==> src/rtl/xmem_seq_pkg.sv <==
package xmem_seq_pkg;

  // Per-clock control word passed from the phase controller to the datapath
  typedef struct packed {
    logic loadFetch;   // sample fetch address this edge
    logic loadData;    // sample data request fields this edge
    logic ale;         // address latch level for next pin period
    logic psen;        // program read strobe active
    logic rd;          // data read strobe active
    logic wr;          // data write strobe active
    logic driveAddr;   // put low address on the bus
    logic driveWdata;  // put write data on the bus
    logic useData;     // address source is the data request
  } xmemStrobes_t;

endpackage

==> src/rtl/xmem_seq_ctrl.sv <==
module xmem_seq_ctrl
  import xmem_seq_pkg::*;
#(
  parameter int HALF     = 6,
  parameter int ALE_W    = 2,
  parameter int PSEN_OFS = 3,
  parameter int PSEN_W   = 3,
  parameter int STB_OFS  = 5,
  parameter int STB_W    = 6
) (
  input  logic         clk,
  input  logic         rst,
  input  logic         memReq,
  input  logic         memWrite,
  output xmemStrobes_t st
);

  localparam int CYCLE = 2 * HALF;
  localparam int PH_W  = $clog2(CYCLE);
  localparam logic [PH_W-1:0] LAST_PH  = PH_W'(CYCLE - 1);
  localparam logic [PH_W-1:0] MID_PH   = PH_W'(HALF - 1);
  localparam logic [PH_W-1:0] HALF_PH  = PH_W'(HALF);
  localparam logic [PH_W-1:0] ALE_END  = PH_W'(ALE_W);
  localparam logic [PH_W-1:0] PSEN_LO  = PH_W'(PSEN_OFS);
  localparam logic [PH_W-1:0] PSEN_HI  = PH_W'(PSEN_OFS + PSEN_W);
  localparam logic [PH_W-1:0] STB_LO   = PH_W'(STB_OFS);
  localparam logic [PH_W-1:0] STB_HI   = PH_W'(STB_OFS + STB_W);
  localparam logic [PH_W-1:0] WDAT_LO  = PH_W'(STB_OFS - 1);

  logic [PH_W-1:0] phase;
  logic [PH_W-1:0] subPhase;
  logic            idle;
  logic            isData;
  logic            isWrite;
  logic            inStrobe;

  always_ff @(posedge clk) begin
    if (rst) begin
      phase   <= LAST_PH;
      idle    <= 1'b1;
      isData  <= 1'b0;
      isWrite <= 1'b0;
    end else begin
      if (phase == LAST_PH) begin
        phase   <= '0;
        idle    <= 1'b0;
        isData  <= memReq;
        isWrite <= memReq & memWrite;
      end else begin
        phase <= phase + 1'b1;
      end
    end
  end

  always_comb begin
    subPhase = (phase >= HALF_PH) ? (phase - HALF_PH) : phase;
    inStrobe = (phase >= STB_LO) && (phase < STB_HI);
    st = '0;
    st.loadFetch = (phase == LAST_PH) || (phase == MID_PH);
    st.loadData  = (phase == LAST_PH);
    if (idle) begin
      st.ale = 1'b1;
    end else if (isData) begin
      st.useData    = 1'b1;
      st.ale        = phase < ALE_END;
      st.driveAddr  = phase <= ALE_END;
      st.rd         = inStrobe && !isWrite;
      st.wr         = inStrobe && isWrite;
      st.driveWdata = isWrite && (phase >= WDAT_LO);
    end else begin
      st.ale       = subPhase < ALE_END;
      st.driveAddr = subPhase <= ALE_END;
      st.psen      = (subPhase >= PSEN_LO) && (subPhase < PSEN_HI);
    end
  end

endmodule

==> src/rtl/xmem_seq_dpath.sv <==
module xmem_seq_dpath
  import xmem_seq_pkg::*;
#(
  parameter int ADDR_W = 16,
  parameter int DATA_W = 8
) (
  input  logic                     clk,
  input  logic                     rst,
  input  xmemStrobes_t             st,
  input  logic [ADDR_W-1:0]        fetchAddr,
  input  logic                     memWide,
  input  logic [ADDR_W-1:0]        memAddr,
  input  logic [DATA_W-1:0]        wrData,
  input  logic [ADDR_W-DATA_W-1:0] p2Reg,
  input  logic [DATA_W-1:0]        adIn,
  output logic                     ale,
  output logic                     psenN,
  output logic                     rdN,
  output logic                     wrN,
  output logic [DATA_W-1:0]        adOut,
  output logic                     adOe,
  output logic [ADDR_W-DATA_W-1:0] hiAddr,
  output logic [DATA_W-1:0]        fetchData,
  output logic                     fetchValid,
  output logic [DATA_W-1:0]        rdData,
  output logic                     dataDone
);

  localparam int HI_W = ADDR_W - DATA_W;

  logic [ADDR_W-1:0] fetchAddrQ;
  logic [ADDR_W-1:0] memAddrQ;
  logic [DATA_W-1:0] wdataQ;
  logic [HI_W-1:0]   p2Q;
  logic              wideQ;
  logic              fetchRise;
  logic              readRise;
  logic              writeRise;
  logic [HI_W-1:0]   hiNext;
  logic [DATA_W-1:0] busNext;

  assign fetchRise = !psenN && !st.psen;
  assign readRise  = !rdN && !st.rd;
  assign writeRise = !wrN && !st.wr;

  always_comb begin
    if (st.useData) hiNext = wideQ ? memAddrQ[ADDR_W-1:DATA_W] : p2Q;
    else            hiNext = fetchAddrQ[ADDR_W-1:DATA_W];
    if (st.driveAddr)
      busNext = st.useData ? memAddrQ[DATA_W-1:0] : fetchAddrQ[DATA_W-1:0];
    else if (st.driveWdata)
      busNext = wdataQ;
    else
      busNext = '0;
  end

  // Request latches
  always_ff @(posedge clk) begin
    if (rst) begin
      fetchAddrQ <= '0;
      memAddrQ   <= '0;
      wdataQ     <= '0;
      p2Q        <= '0;
      wideQ      <= 1'b0;
    end else begin
      if (st.loadFetch) fetchAddrQ <= fetchAddr;
      if (st.loadData) begin
        memAddrQ <= memAddr;
        wdataQ   <= wrData;
        p2Q      <= p2Reg;
        wideQ    <= memWide;
      end
    end
  end

  // Pin registers and capture
  always_ff @(posedge clk) begin
    if (rst) begin
      ale        <= 1'b1;
      psenN      <= 1'b1;
      rdN        <= 1'b1;
      wrN        <= 1'b1;
      adOut      <= '0;
      adOe       <= 1'b0;
      hiAddr     <= '0;
      fetchData  <= '0;
      fetchValid <= 1'b0;
      rdData     <= '0;
      dataDone   <= 1'b0;
    end else begin
      ale        <= st.ale;
      psenN      <= !st.psen;
      rdN        <= !st.rd;
      wrN        <= !st.wr;
      adOut      <= busNext;
      adOe       <= st.driveAddr || st.driveWdata;
      hiAddr     <= hiNext;
      fetchValid <= fetchRise;
      dataDone   <= readRise || writeRise;
      if (fetchRise) fetchData <= adIn;
      if (readRise)  rdData    <= adIn;
    end
  end

endmodule

==> src/rtl/xmem_bus_sequencer.sv <==
module xmem_bus_sequencer
  import xmem_seq_pkg::*;
#(
  parameter int ADDR_W   = 16,
  parameter int DATA_W   = 8,
  parameter int HALF     = 6,
  parameter int ALE_W    = 2,
  parameter int PSEN_OFS = 3,
  parameter int PSEN_W   = 3,
  parameter int STB_OFS  = 5,
  parameter int STB_W    = 6
) (
  input  logic                     clk,
  input  logic                     rst,
  input  logic [ADDR_W-1:0]        fetchAddr,
  input  logic                     memReq,
  input  logic                     memWrite,
  input  logic                     memWide,
  input  logic [ADDR_W-1:0]        memAddr,
  input  logic [DATA_W-1:0]        wrData,
  input  logic [ADDR_W-DATA_W-1:0] p2Reg,
  input  logic [DATA_W-1:0]        adIn,
  output logic                     ale,
  output logic                     psenN,
  output logic                     rdN,
  output logic                     wrN,
  output logic [DATA_W-1:0]        adOut,
  output logic                     adOe,
  output logic [ADDR_W-DATA_W-1:0] hiAddr,
  output logic [DATA_W-1:0]        fetchData,
  output logic                     fetchValid,
  output logic [DATA_W-1:0]        rdData,
  output logic                     dataDone
);

  xmemStrobes_t strobes;

  xmem_seq_ctrl #(
    .HALF(HALF), .ALE_W(ALE_W), .PSEN_OFS(PSEN_OFS), .PSEN_W(PSEN_W),
    .STB_OFS(STB_OFS), .STB_W(STB_W)
  ) u_ctrl (
    .clk(clk), .rst(rst), .memReq(memReq), .memWrite(memWrite), .st(strobes)
  );

  xmem_seq_dpath #(.ADDR_W(ADDR_W), .DATA_W(DATA_W)) u_dpath (
    .clk(clk), .rst(rst), .st(strobes),
    .fetchAddr(fetchAddr), .memWide(memWide), .memAddr(memAddr),
    .wrData(wrData), .p2Reg(p2Reg), .adIn(adIn),
    .ale(ale), .psenN(psenN), .rdN(rdN), .wrN(wrN),
    .adOut(adOut), .adOe(adOe), .hiAddr(hiAddr),
    .fetchData(fetchData), .fetchValid(fetchValid),
    .rdData(rdData), .dataDone(dataDone)
  );

endmodule

==> config.mk <==
export PLATFORM = sky130hd
export DESIGN_NAME = xmem_bus_sequencer
export DESIGN_NICKNAME = d
export VERILOG_FILES = /design/src/rtl/xmem_seq_pkg.sv /design/src/rtl/xmem_seq_ctrl.sv /design/src/rtl/xmem_seq_dpath.sv /design/src/rtl/xmem_bus_sequencer.sv
export SDC_FILE = /design/constraint.sdc
export NUM_CORES = 1
export LEC_CHECK = 0
export BUFFER_PORTS_ARGS = -buffer_cell sky130_fd_sc_hd__buf_2
export CELL_PAD_IN_SITES_DETAIL_PLACEMENT = 1
export CELL_PAD_IN_SITES_GLOBAL_PLACEMENT = 2
export CORE_MARGIN = 2
export CORE_UTILIZATION = 30
export DETAILED_ROUTE_END_ITERATION = 7
export HOLD_SLACK_MARGIN = 0.02
export PLACE_DENSITY_LB_ADDON = 0.1
export SLEW_MARGIN = 20
export SYNTH_ARGS = -nofsm -noshare
export SYNTH_HDL_FRONTEND = slang
export SYNTH_SLANG_ARGS = --single-unit
==> constraint.sdc <==
create_clock -name clk -period 4.2 [get_ports clk]
set_clock_uncertainty 0.15 [all_clocks]
set_input_delay 0.63 -clock clk [delete_from_list [all_inputs] [get_ports clk]]
set_output_delay 0.63 -clock clk [all_outputs]
set_load 0.01 [all_outputs]
After elaboration in Yosys (flattened, before gate mapping)
Cells that the tools add are included.
{"block": "totals", "regBits": 95, "in_bits": 61, "output_inout_bits": 39, "elab_cells": 69}
{"block": "op_classes", "addsub": 2, "magnitude_cmp": 10, "n_eq_ne": 2, "muxes": 13, "bitwise": 1, "n_reduce_logical": 20}
{"operator": "2-to-1 mux 8 bit", "count": 5}
{"operator": ">= comparator 4 x 3 -> 1 bit (second input constant)", "count": 3}
{"operator": "<= comparator 4 x 2 -> 1 bit (second input constant)", "count": 2}
{"operator": "logical AND 1 bit", "count": 8}
{"operator": "< comparator 4 x 2 -> 1 bit (second input constant)", "count": 2}
{"operator": "2-to-1 mux 4 bit", "count": 2}
{"operator": "zero test 1 bit", "count": 7}
{"operator": "2-to-1 mux 6 bit", "count": 1}
{"operator": "adder 4 x 1 -> 4 bit (second input constant)", "count": 1}
{"operator": "equality test 4 x 3 -> 1 bit (second input constant)", "count": 1}
{"operator": "equality test 4 bit (second input constant)", "count": 1}
{"operator": ">= comparator 4 x 2 -> 1 bit (second input constant)", "count": 1}
{"operator": "< comparator 4 x 3 -> 1 bit (second input constant)", "count": 1}
{"operator": "< comparator 4 bit (second input constant)", "count": 1}
{"operator": "2-to-1 mux 2 bit", "count": 2}
{"operator": "OR reduction 2 bit", "count": 2}
{"operator": "subtractor 4 x 3 -> 4 bit (second input constant)", "count": 1}
{"operator": "logical OR 1 bit", "count": 3}
{"operator": "2-to-1 mux 1 bit", "count": 3}
{"operator": "bitwise AND 1 bit", "count": 1}

Logic depth before layout (Yosys ltp)
Gate-level depths: netlist of the first run.
{"block": "depth", "word_depth": 9, "ltp_mapped": 9, "mapped_depth_nobuf": 7}

By module
From an unflattened synthesis of the first run, not the netlist that was laid out.
{"block": "unflattened", "cells_unflattened": 391, "hier_area_um2": 3847.4}
{"module": "xmem_seq_dpath", "n_inst": 1, "cells_each": 316, "area_each_um2": 3286.9, "seq_area_each_um2": 1761.7}
{"module": "xmem_seq_ctrl", "n_inst": 1, "cells_each": 75, "area_each_um2": 560.5, "seq_area_each_um2": 140.1}

Worst setup path after synthesis of the first run
OpenSTA, ideal clock, no wires.
{"block": "synth_timing", "kind": "reg-to-reg", "start": "register u_ctrl.phase[1]", "end": "register u_dpath.adOut[0]", "setup_time_ns": 0.136, "t_arrival_ns": 2.378, "t_required_ns": 3.914, "setup_slack_ns": 1.536, "path_stages_with_launch": 9, "path_buffers": 1, "period_less_slack_ns": 2.664, "cell_sequence": "dfxtp_1 inv_1 ha_1 nor4bb_1 o31a_1 or4_4 buf_6 a31oi_4 a311oi_2"}
{"block": "synth_between", "elab_chain_cells": 6, "word_cells_on_any_way": 12, "cone_classes": "1 x add/sub; 4 x order compare; 6 x mux; 1 x reduce/logical"}
{"item": "start: declaration", "line": "xmem_seq_ctrl.sv:30", "rtl": "logic [PH_W-1:0] phase;"}
{"item": "start signal: assignment", "line": "xmem_seq_ctrl.sv:50", "rtl": "phase <= phase + 1'b1;"}
{"item": "subtractor 4 x 3 -> 4 bit, or another cell as far along", "line": "xmem_seq_ctrl.sv:56", "rtl": "subPhase = (phase >= HALF_PH) ? (phase - HALF_PH) : phase;"}
{"item": "2-to-1 mux 4 bit or logical AND 1 bit (tied branches)", "line": "xmem_seq_ctrl.sv:56, xmem_seq_ctrl.sv:69"}
{"item": "<= comparator 4 x 2 -> 1 bit or 2-to-1 mux 2 bit (tied branches)", "line": "xmem_seq_ctrl.sv:72, xmem_seq_ctrl.sv:63"}
{"item": "2-to-1 mux 1 bit or 2-to-1 mux 6 bit (tied branches)", "line": "xmem_seq_ctrl.sv:63, xmem_seq_ctrl.sv:61"}
{"item": "2-to-1 mux 6 bit *", "line": "xmem_seq_ctrl.sv:61", "rtl": "if (idle) begin"}
{"item": "2-to-1 mux 8 bit *", "line": "xmem_seq_dpath.sv:49", "rtl": "if (st.driveAddr)"}
{"item": "end signal: assignment", "line": "xmem_seq_dpath.sv:95", "rtl": "adOut <= busNext;"}
{"item": "end: declaration", "line": "xmem_seq_dpath.sv:20", "rtl": "output logic [DATA_W-1:0] adOut,"}
Mark *: on every way between the ends. The rest lies on a longest branch, timed or not.
A chain may end at the register's enable or synchronous reset.

Final worst setup path of the first run
{"block": "layout_timing", "start": "register u_ctrl.phase[1]", "end": "register u_dpath.adOut[1]"}
The elaborated chain is that of the path after synthesis.

==> results of run 1 <==
==> flip-flops by register name, indices dropped and copies added, names as in the netlist, 4 cells and up <==
signal,count
u_dpath.p2Q,8
u_dpath.hiAddr,8
u_ctrl.phase,4
u_dpath.wdataQ,8
u_dpath.fetchData,8
u_dpath.memAddrQ,16
u_dpath.rdData,8
u_dpath.adOut,8
u_dpath.fetchAddrQ,16
==> power groups by stage <==
| stage | logic (mW) | clock network [mW] | registers, mW |
|---|---|---|---|
| after CTS | 0.543 | 0.859 | 1.09 |
| after global placement | 0.528 | 0 | 1.10 |
| after floorplan | 0.385 | 0 | 1.08 |
| final | 0.525 | 0.830 | 1.08 |
| after detailed placement | 0.539 | 0 | 1.10 |
| after global routing | 0.600 | 0.897 | 1.10 |
==> cells in the mapped netlist (all sizes together), types with 2 or more instances <==
library cell	count
inv	8
nand2b	2
buf	12
nor3	2
a311oi	8
a211oi	10
dfxtp	95
nor2	21
a21oi	65
o21ai	5
nand3	3
nor2b	4
nand2	122
clkbuf	17
nand4	2
ha	6
nor4b	2
a31o	2
mux2i	33
nor4bb	2
==> how the worst min path moves through the flow <==
stage,endpoint,from,depth (start not counted)
6_report,u_dpath.wrN,u_ctrl.isWrite,1
2_1_floorplan,u_dpath.wrN,u_ctrl.isWrite,1
3_3_place_gp,u_dpath.wrN,u_ctrl.isWrite,1
3_5_place_dp,u_dpath.wrN,u_ctrl.isWrite,1
4_1_cts,u_dpath.wrN,u_ctrl.isWrite,1
5_1_grt,u_dpath.wrN,u_ctrl.isWrite,1
==> logic make-up (layout without fill, tap and decap cells) <==
kind of cell             Yosys count  count (layout)  synth area share
buffers and inverters             37             129            0.0422
AO/OA/AOI/OAI                     95              95             0.164
flip-flops                        95              95             0.501
adder cells (fa/ha/maj)            6               6            0.0198
AND/OR/NAND/NOR                  166             166             0.183
XOR/XNOR                           1               1           0.00231
multiplexers                      33              33            0.0871
==> stage by stage <==
step	cells	utilization	hold WS (ns)
floorplan	433	-	0.247
global route	697	0.379	0.314
detailed placement	681	0.355	0.282
global placement	681	0.355	0.264
CTS	697	0.379	0.296
finish	697	0.379	0.292
==> layout make-up <==
cell class | count | area (sq um)
inverter | 8 | 30.0
fill | 1521 | 7750
tap | 172 | 215
multi-input combinational | 301 | 1730
clock buffer | 11 | 243
sequential | 95 | 1900
timing repair buffer | 105 | 541
clock inverter | 5 | 56.3
==> metal layers <==
layer  up-vias  routed length [um]
li1       1636                   -
met1      1569                4960
met2        63                5230
met5         -                   0
met4         0                 249
met3        19                 417
==> worst max-delay path, stage by stage, from the launching register on <==
cell,delay (ns)
dfxtp_1,0.53
inv_1,0.19
ha_1,0.36
nor4bb_1,0.15
o31a_1,0.31
or4_4,0.66
a31oi_4,0.44
a311oi_2,0.07
==> run summary, run 1 <==
status = completed
GR met3 Demand/Resource = 0.0379
Post-synth EDFFs = 0
Hold-fix buffers, CTS = 0
post-DR wirelength/cell = 15.6 um
GR peak layer = met2
FF-to-FF End = u_dpath.adOut[1]
Hold WC Path Type = flop to flop
final hold vios = 0
IO Pins = 100
grt met1 use = 0.212
CTS tree = yes
Post-DP Area = 4420 sq um
clock latency on the worst-skew pair = 0.35 ns
n_diodes = 0
antenna violations before repair = 0
fin area = 4720 sq um
Final setup viols = 0
Die ar. = 13600 sq um
DP Wirelength = 7370 um
maximum buffer depth of the clock tree = 2
Post-Route WL = 10800 um
RSZ-0062 raised after global routing = no
Die X = 116 um
Yosys top cell area share = 0.501
largest area contributor in the netlist = dfxtp_1
Overall Power = 2.44 mW
Final min period = 3.01 ns
count of state elements after synthesis = 95
Max Clock Freq = 0.332 GHz
CORE AREA = 12500 sq um
Clk pin slew, worst setup/hold paths = 0.06 ns
vias in the first global route = 3359
internal power = 1.67 mW
# rows = 41
RR Startpoint = u_ctrl.phase[1]
kind of critical path = flop to flop
H-tree levels = 3
CP startpoint = u_ctrl.phase[1]
Flop pwr share = 0.444
register area share after synthesis = 0.501
clock network fraction of design power = 0.340
dpl ws = 1.20 ns
Worst Path Required = 4.26 ns
Nets = 587
GRT met2 Usage = 0.282
root buf cell = clkbuf_16
ranking of synthesized cells by area = dfxtp_1 (50%), nand2_1 (12%), mux2i_1 (8.7%)
combinational power share = 0.215
Setup TNS = 0 ns
max cap viols = 0
Max VDD drop = 0.171 mV
Setup WS post-layout = 1.19 ns
Worst-Margin Slew = 0.723 ns
vias = 3287
drt initial violations = 95
Tot GR Track Use = 0.170
layout cell share with drive strength beyond 1 = 0.261
Power Density = 517 nW/um^2
first-pass GRT wire length = 17400 um
routed vias/inst = 4.72
crit path capture type = flop
leakage = 1.96 nW
Avg Inst Size Synth = 8.76 sq um
worst-path fanout max = 17
Overflow after GRT = 0
Syn Inst Count = 433
routability congestion estimate = 0.749
max-slew violations = 0
Main synth FF type = dfxtp_1
R2R setup slack = 1.19 ns
Port Buf Inserts = 99
DRC Markers = 0
drt pass-1 iters = 4
die height = 116 um
synthesized area = 3790 sq um
largest net degree at the start of global routing = 65
post-synth net total = 500
Synth-to-Final Area Change = 24.4%
critical path arrival = 3.07 ns
synth unique cells = 38
Setup Fix Bufs, Post-CTS = 0
commonest cells after routing, fill and taps aside = nand2_1 (122), buf_2 (99), dfxtp_1 (95)
total CTS buffers = 9
P_sw = 0.768 mW
Synth warnings = 0
post_cts resized = 0
Initial Util = 0.304
Slew headroom = 0.518
Post-DRT Antenna Nets = 0
Tcrit/Tclk final = 0.717
switching fraction of total power = 0.315
R2R depth = 7
clock sink count = 95
CP startpoint kind = flop
most common library cell in the layout ignoring fill and taps = nand2_1
Worst Setup EP = u_dpath.adOut[1]
ys async rst share = 0
(Power assumes the default switching activity.)
==> run 2: changes to the inputs <==
- clock period: 4.2 -> 3.2 ns (I/O delays scaled with it)
==> run summary, run 2 (synthesis gave the netlist of run 1 again) <==
Crit path largest cell delay = 0.66 ns
kind of critical path = flop to flop
CTS tree = yes
drt pass-1 iters = 3
Overflow after GRT = 0
routability congestion estimate = 0.787
Max Clock Freq = 0.328 GHz
fin area = 4720 sq um
Hold-fix buffers, CTS = 0
die height = 116 um
Tcrit/Tclk final = 0.953
post-DR wirelength/cell = 15.3 um
critical path arrival = 3.11 ns
RSZ-0062 raised after global routing = no
internal power = 2.17 mW
total CTS buffers = 9
post_cts resized = 0
status = completed
commonest cells after routing, fill and taps aside = nand2_1 (122), buf_2 (99), dfxtp_1 (95)
Post-Route WL = 10700 um
root buf cell = clkbuf_16
Tot GR Track Use = 0.164
vias in the first global route = 3257
Final setup viols = 0
H-tree levels = 3
# rows = 41
clock sink count = 95
n_diodes = 0
first-pass GRT wire length = 16800 um
Largest delay share family, worst path = compound AO/OA/AOI/OAI gates
Final min period = 3.05 ns
maximum buffer depth of the clock tree = 2
Post-DRT Antenna Nets = 0
Setup TNS = 0 ns
Slew headroom = 0.546
clock latency on the worst-skew pair = 0.35 ns
Post-DP Area = 4430 sq um
Buf+Inv Stages, Crit Path = 1
Setup Fix Bufs, Post-CTS = 0
Die ar. = 13600 sq um
largest net degree at the start of global routing = 61
Power Density = 675 nW/um^2
Initial Util = 0.304
Flop pwr share = 0.446
clock network fraction of design power = 0.336
Worst-Margin Slew = 0.681 ns
vias = 3252
R2R setup slack = 0.15 ns
Synth-to-Final Area Change = 24.4%
antenna violations before repair = 0
most common library cell in the layout ignoring fill and taps = nand2_1
FILL cells = 1528
combinational power share = 0.218
biggest regs = u_dpath.fetchAddrQ: 16 flops, u_dpath.memAddrQ: 16 flops
leakage = 1.96 nW
drt initial violations = 199
Nets = 588
layout cell share with drive strength beyond 1 = 0.262
Overall Power = 3.18 mW
DP Wirelength = 7320 um
crit-path cells = inv_1, ha_1, nor4bb_1, o31a_1, or4_4, a31oi_4, a311oi_2
Port Buf Inserts = 99
DRC Markers = 0
P_sw = 1.01 mW
Die X = 116 um
switching fraction of total power = 0.317
IO Pins = 100
Worst Path Required = 3.26 ns
final hold vios = 0
CORE AREA = 12500 sq um
max cap viols = 0
worst-path fanout max = 17
Max VDD drop = 0.228 mV
Clk pin slew, worst setup/hold paths = 0.07 ns
max-slew violations = 0
Hold WC Path Type = input port to flop
CP startpoint kind = flop
routed vias/inst = 4.66
crit path capture type = flop
Worst path slowest cell = or4_4
run 2: cell type report:
cell class / instances / area [sq um] / share of cell area
flip-flops and latches: 95 / 1900 / 0.403
multi-input cells: 301 / 1730 / 0.367
repair buffers: 106 / 548 / 0.116
clock buffers: 10 / 229 / 0.0485
well taps: 172 / 215 / 0.0456
clock inverters: 6 / 61.3 / 0.0130
inverters: 8 / 30.0 / 0.00636
run 2: tightest hold or removal path, delay by kind of cell:
kind,cells,cell delay [ns]
compound gates,1,0.05
buf+inv,1,0.09
simple gates,1,0.04
run 2: power by group through the flow:
stage                     Combinational, mW  Clock (mW)  Sequential [mW]
after floorplan                       0.506           0             1.42
after global placement                0.693           0             1.45
after detailed placement              0.710           0             1.45
after CTS                             0.715        1.11             1.42
after global routing                  0.792        1.15             1.44
final                                 0.693        1.07             1.42
run 2: worst paths after layout:
kind,depth (start not counted),end,from
max reg2reg,7,u_dpath.adOut[5],u_ctrl.phase[1]
max,7,u_dpath.adOut[5],u_ctrl.phase[1]
min,3,u_dpath.p2Q[4],p2Reg[4]
min reg2reg,1,u_dpath.wrN,u_ctrl.isWrite
run 2: through the flow:
step | std cells | setup WS, ns | hold slack [ns] | util
5_1_grt | 698 | 0.0229 | 0.212 | 0.379
4_1_cts | 698 | 0.163 | 0.200 | 0.379
3_3_place_gp | 682 | 0.317 | 0.265 | 0.355
3_5_place_dp | 682 | 0.197 | 0.270 | 0.355
6_report | 698 | 0.149 | 0.212 | 0.379
2_1_floorplan | 433 | 0.536 | 0.247 | -
run 2: layer usage:
metal,share of wire,GRT usage,vias to the layer above,wire (um)
li1,-,-,1635,-
met1,0.47,0.212,1554,5030
met2,0.48,0.267,52,5090
met3,0.035,0.0301,11,373
met4,0.016,0.0762,0,175
met5,0,0,-,0
==> run 3: changes to the inputs <==
- CELL_PAD_IN_SITES_DETAIL_PLACEMENT: 1 -> not set
- CELL_PAD_IN_SITES_GLOBAL_PLACEMENT: 2 -> not set
- PLACE_DENSITY_LB_ADDON: 0.1 -> not set
- clock period: 3.2 -> 3.1 ns (I/O delays scaled with it)
==> run summary, run 3 (synthesis gave the netlist of run 1 again) <==
Port Buf Inserts = 99
Tot GR Track Use = 0.145
Die ar. = 13600 sq um
crit path capture type = flop
post_cts resized = 0
worst-path fanout max = 16
clock sink count = 95
IO Pins = 100
Max Clock Freq = 0.350 GHz
RR Startpoint = u_ctrl.phase[1]
non-filler cells, final = 698
layout cell share with drive strength beyond 1 = 0.264
RSZ-0062 raised after global routing = no
die height = 116 um
Clk pin slew, worst setup/hold paths = 0.07 ns
R2R setup slack = 0.24 ns
Hold WC Path Type = input port to flop
status = completed
Die X = 116 um
Setup Fix Bufs, Post-CTS = 0
maximum buffer depth of the clock tree = 2
kind of critical path = flop to flop
CP startpoint kind = flop
Post-DRT Antenna Nets = 0
Power Density = 692 nW/um^2
Setup WS post-layout = 0.244 ns
crit-path cells = inv_1, ha_1, nor4bb_1, o31a_1, or4_4, buf_4, a21oi_1, a311oi_2
H-tree levels = 3
Worst Path Required = 3.17 ns
Tcrit/Tclk final = 0.921
routability congestion estimate = 0.811
Final min period = 2.86 ns
Post-Route WL = 9490 um
max cap viols = 0
Initial Util = 0.304
CP startpoint = u_ctrl.phase[1]
Storage cell area = 1900 sq um
CORE AREA = 12500 sq um
Slew headroom = 0.535
final hold vios = 0
leakage = 1.96 nW
CTS tree = yes
Worst path slowest cell = dfxtp_1
DRC Markers = 0
max-slew violations = 0
Synth-to-Final Area Change = 24.9%
FILL cells = 1279
Max VDD drop = 0.252 mV
Setup TNS = 0 ns
Final setup viols = 0
commonest cells after routing, fill and taps aside = nand2_1 (122), buf_2 (99), dfxtp_1 (95)
drt initial violations = 87
dpl ws = 0.299 ns
largest net degree at the start of global routing = 41
Overflow after GRT = 0
Worst-Margin Slew = 0.695 ns
total CTS buffers = 9
vias = 3230
post-DR wirelength/cell = 13.6 um
# rows = 41
Util after Layout = 0.380
Crit path largest cell delay = 0.53 ns
most common library cell in the layout ignoring fill and taps = nand2_1
biggest regs = u_dpath.fetchAddrQ: 16 flops, u_dpath.memAddrQ: 16 flops
placed insts = 683
DP Wirelength = 6730 um
FF-to-FF End = u_dpath.adOut[6]
critical path arrival = 2.93 ns
root buf cell = clkbuf_16
area of the multi-input gates = 1740 sq um
R2R depth = 8
antenna violations before repair = 0
vias in the first global route = 3069
routed vias/inst = 4.63
Worst Setup EP = u_dpath.adOut[6]
Nets = 589
clock latency on the worst-skew pair = 0.35 ns
n_diodes = 0
Hold-fix buffers, CTS = 0
first-pass GRT wire length = 14800 um
drt pass-1 iters = 4
run 3: how the worst min path moves through the flow:
stage | startpoint | cells past startpoint | to | slack (ns)
after CTS | p2Reg[2] | 3 | u_dpath.p2Q[2] | 0.19
after global routing | wrData[5] | 3 | u_dpath.wdataQ[5] | 0.20
after floorplan | u_ctrl.isWrite | 1 | u_dpath.wrN | 0.25
after detailed placement | u_ctrl.isWrite | 1 | u_dpath.wrN | 0.28
after global placement | u_ctrl.isWrite | 1 | u_dpath.wrN | 0.27
final | memAddr[14] | 3 | u_dpath.memAddrQ[14] | 0.20
run 3: stage by stage:
| stage | power [mW] | hold WS (ns) | instance area (sq um) |
|---|---|---|---|
| detailed placement | 2.20 | 0.276 | 4440 |
| global route | 3.46 | 0.198 | 4740 |
| CTS | 3.32 | 0.190 | 4740 |
| global placement | 2.18 | 0.266 | 4440 |
| finish | 3.28 | 0.204 | 4740 |
| floorplan | 1.98 | 0.247 | 3790 |
run 3: per-layer routing:
metal,track usage,wire [um]
met1,0.177,4150
met2,0.230,4460
met3,0.0420,576
met4,0.0778,294
met5,0,0
run 3: cell type report:
class                   instances  area share
repair buffers                107       0.117
clock inverters                 4      0.0116
well taps                     172      0.0454
clock buffers                  11      0.0512
flip-flops and latches         95       0.401
multi-input cells             301       0.367
inverters                       8     0.00634
run 3: critical path: cells and delay by family (launching register included):
family | cells | cell delay [ns]
buffers and inverters | 2 | 0.41
adder cells (fa/ha/maj) | 1 | 0.35
flip-flops | 1 | 0.53
AO/OA/AOI/OAI | 3 | 0.60
AND/OR/NAND/NOR | 2 | 0.69
run 3: power breakdown:
part	internal, mW	switching, mW
clock network	0.647	0.461
registers	1.36	0.104
logic	0.261	0.444
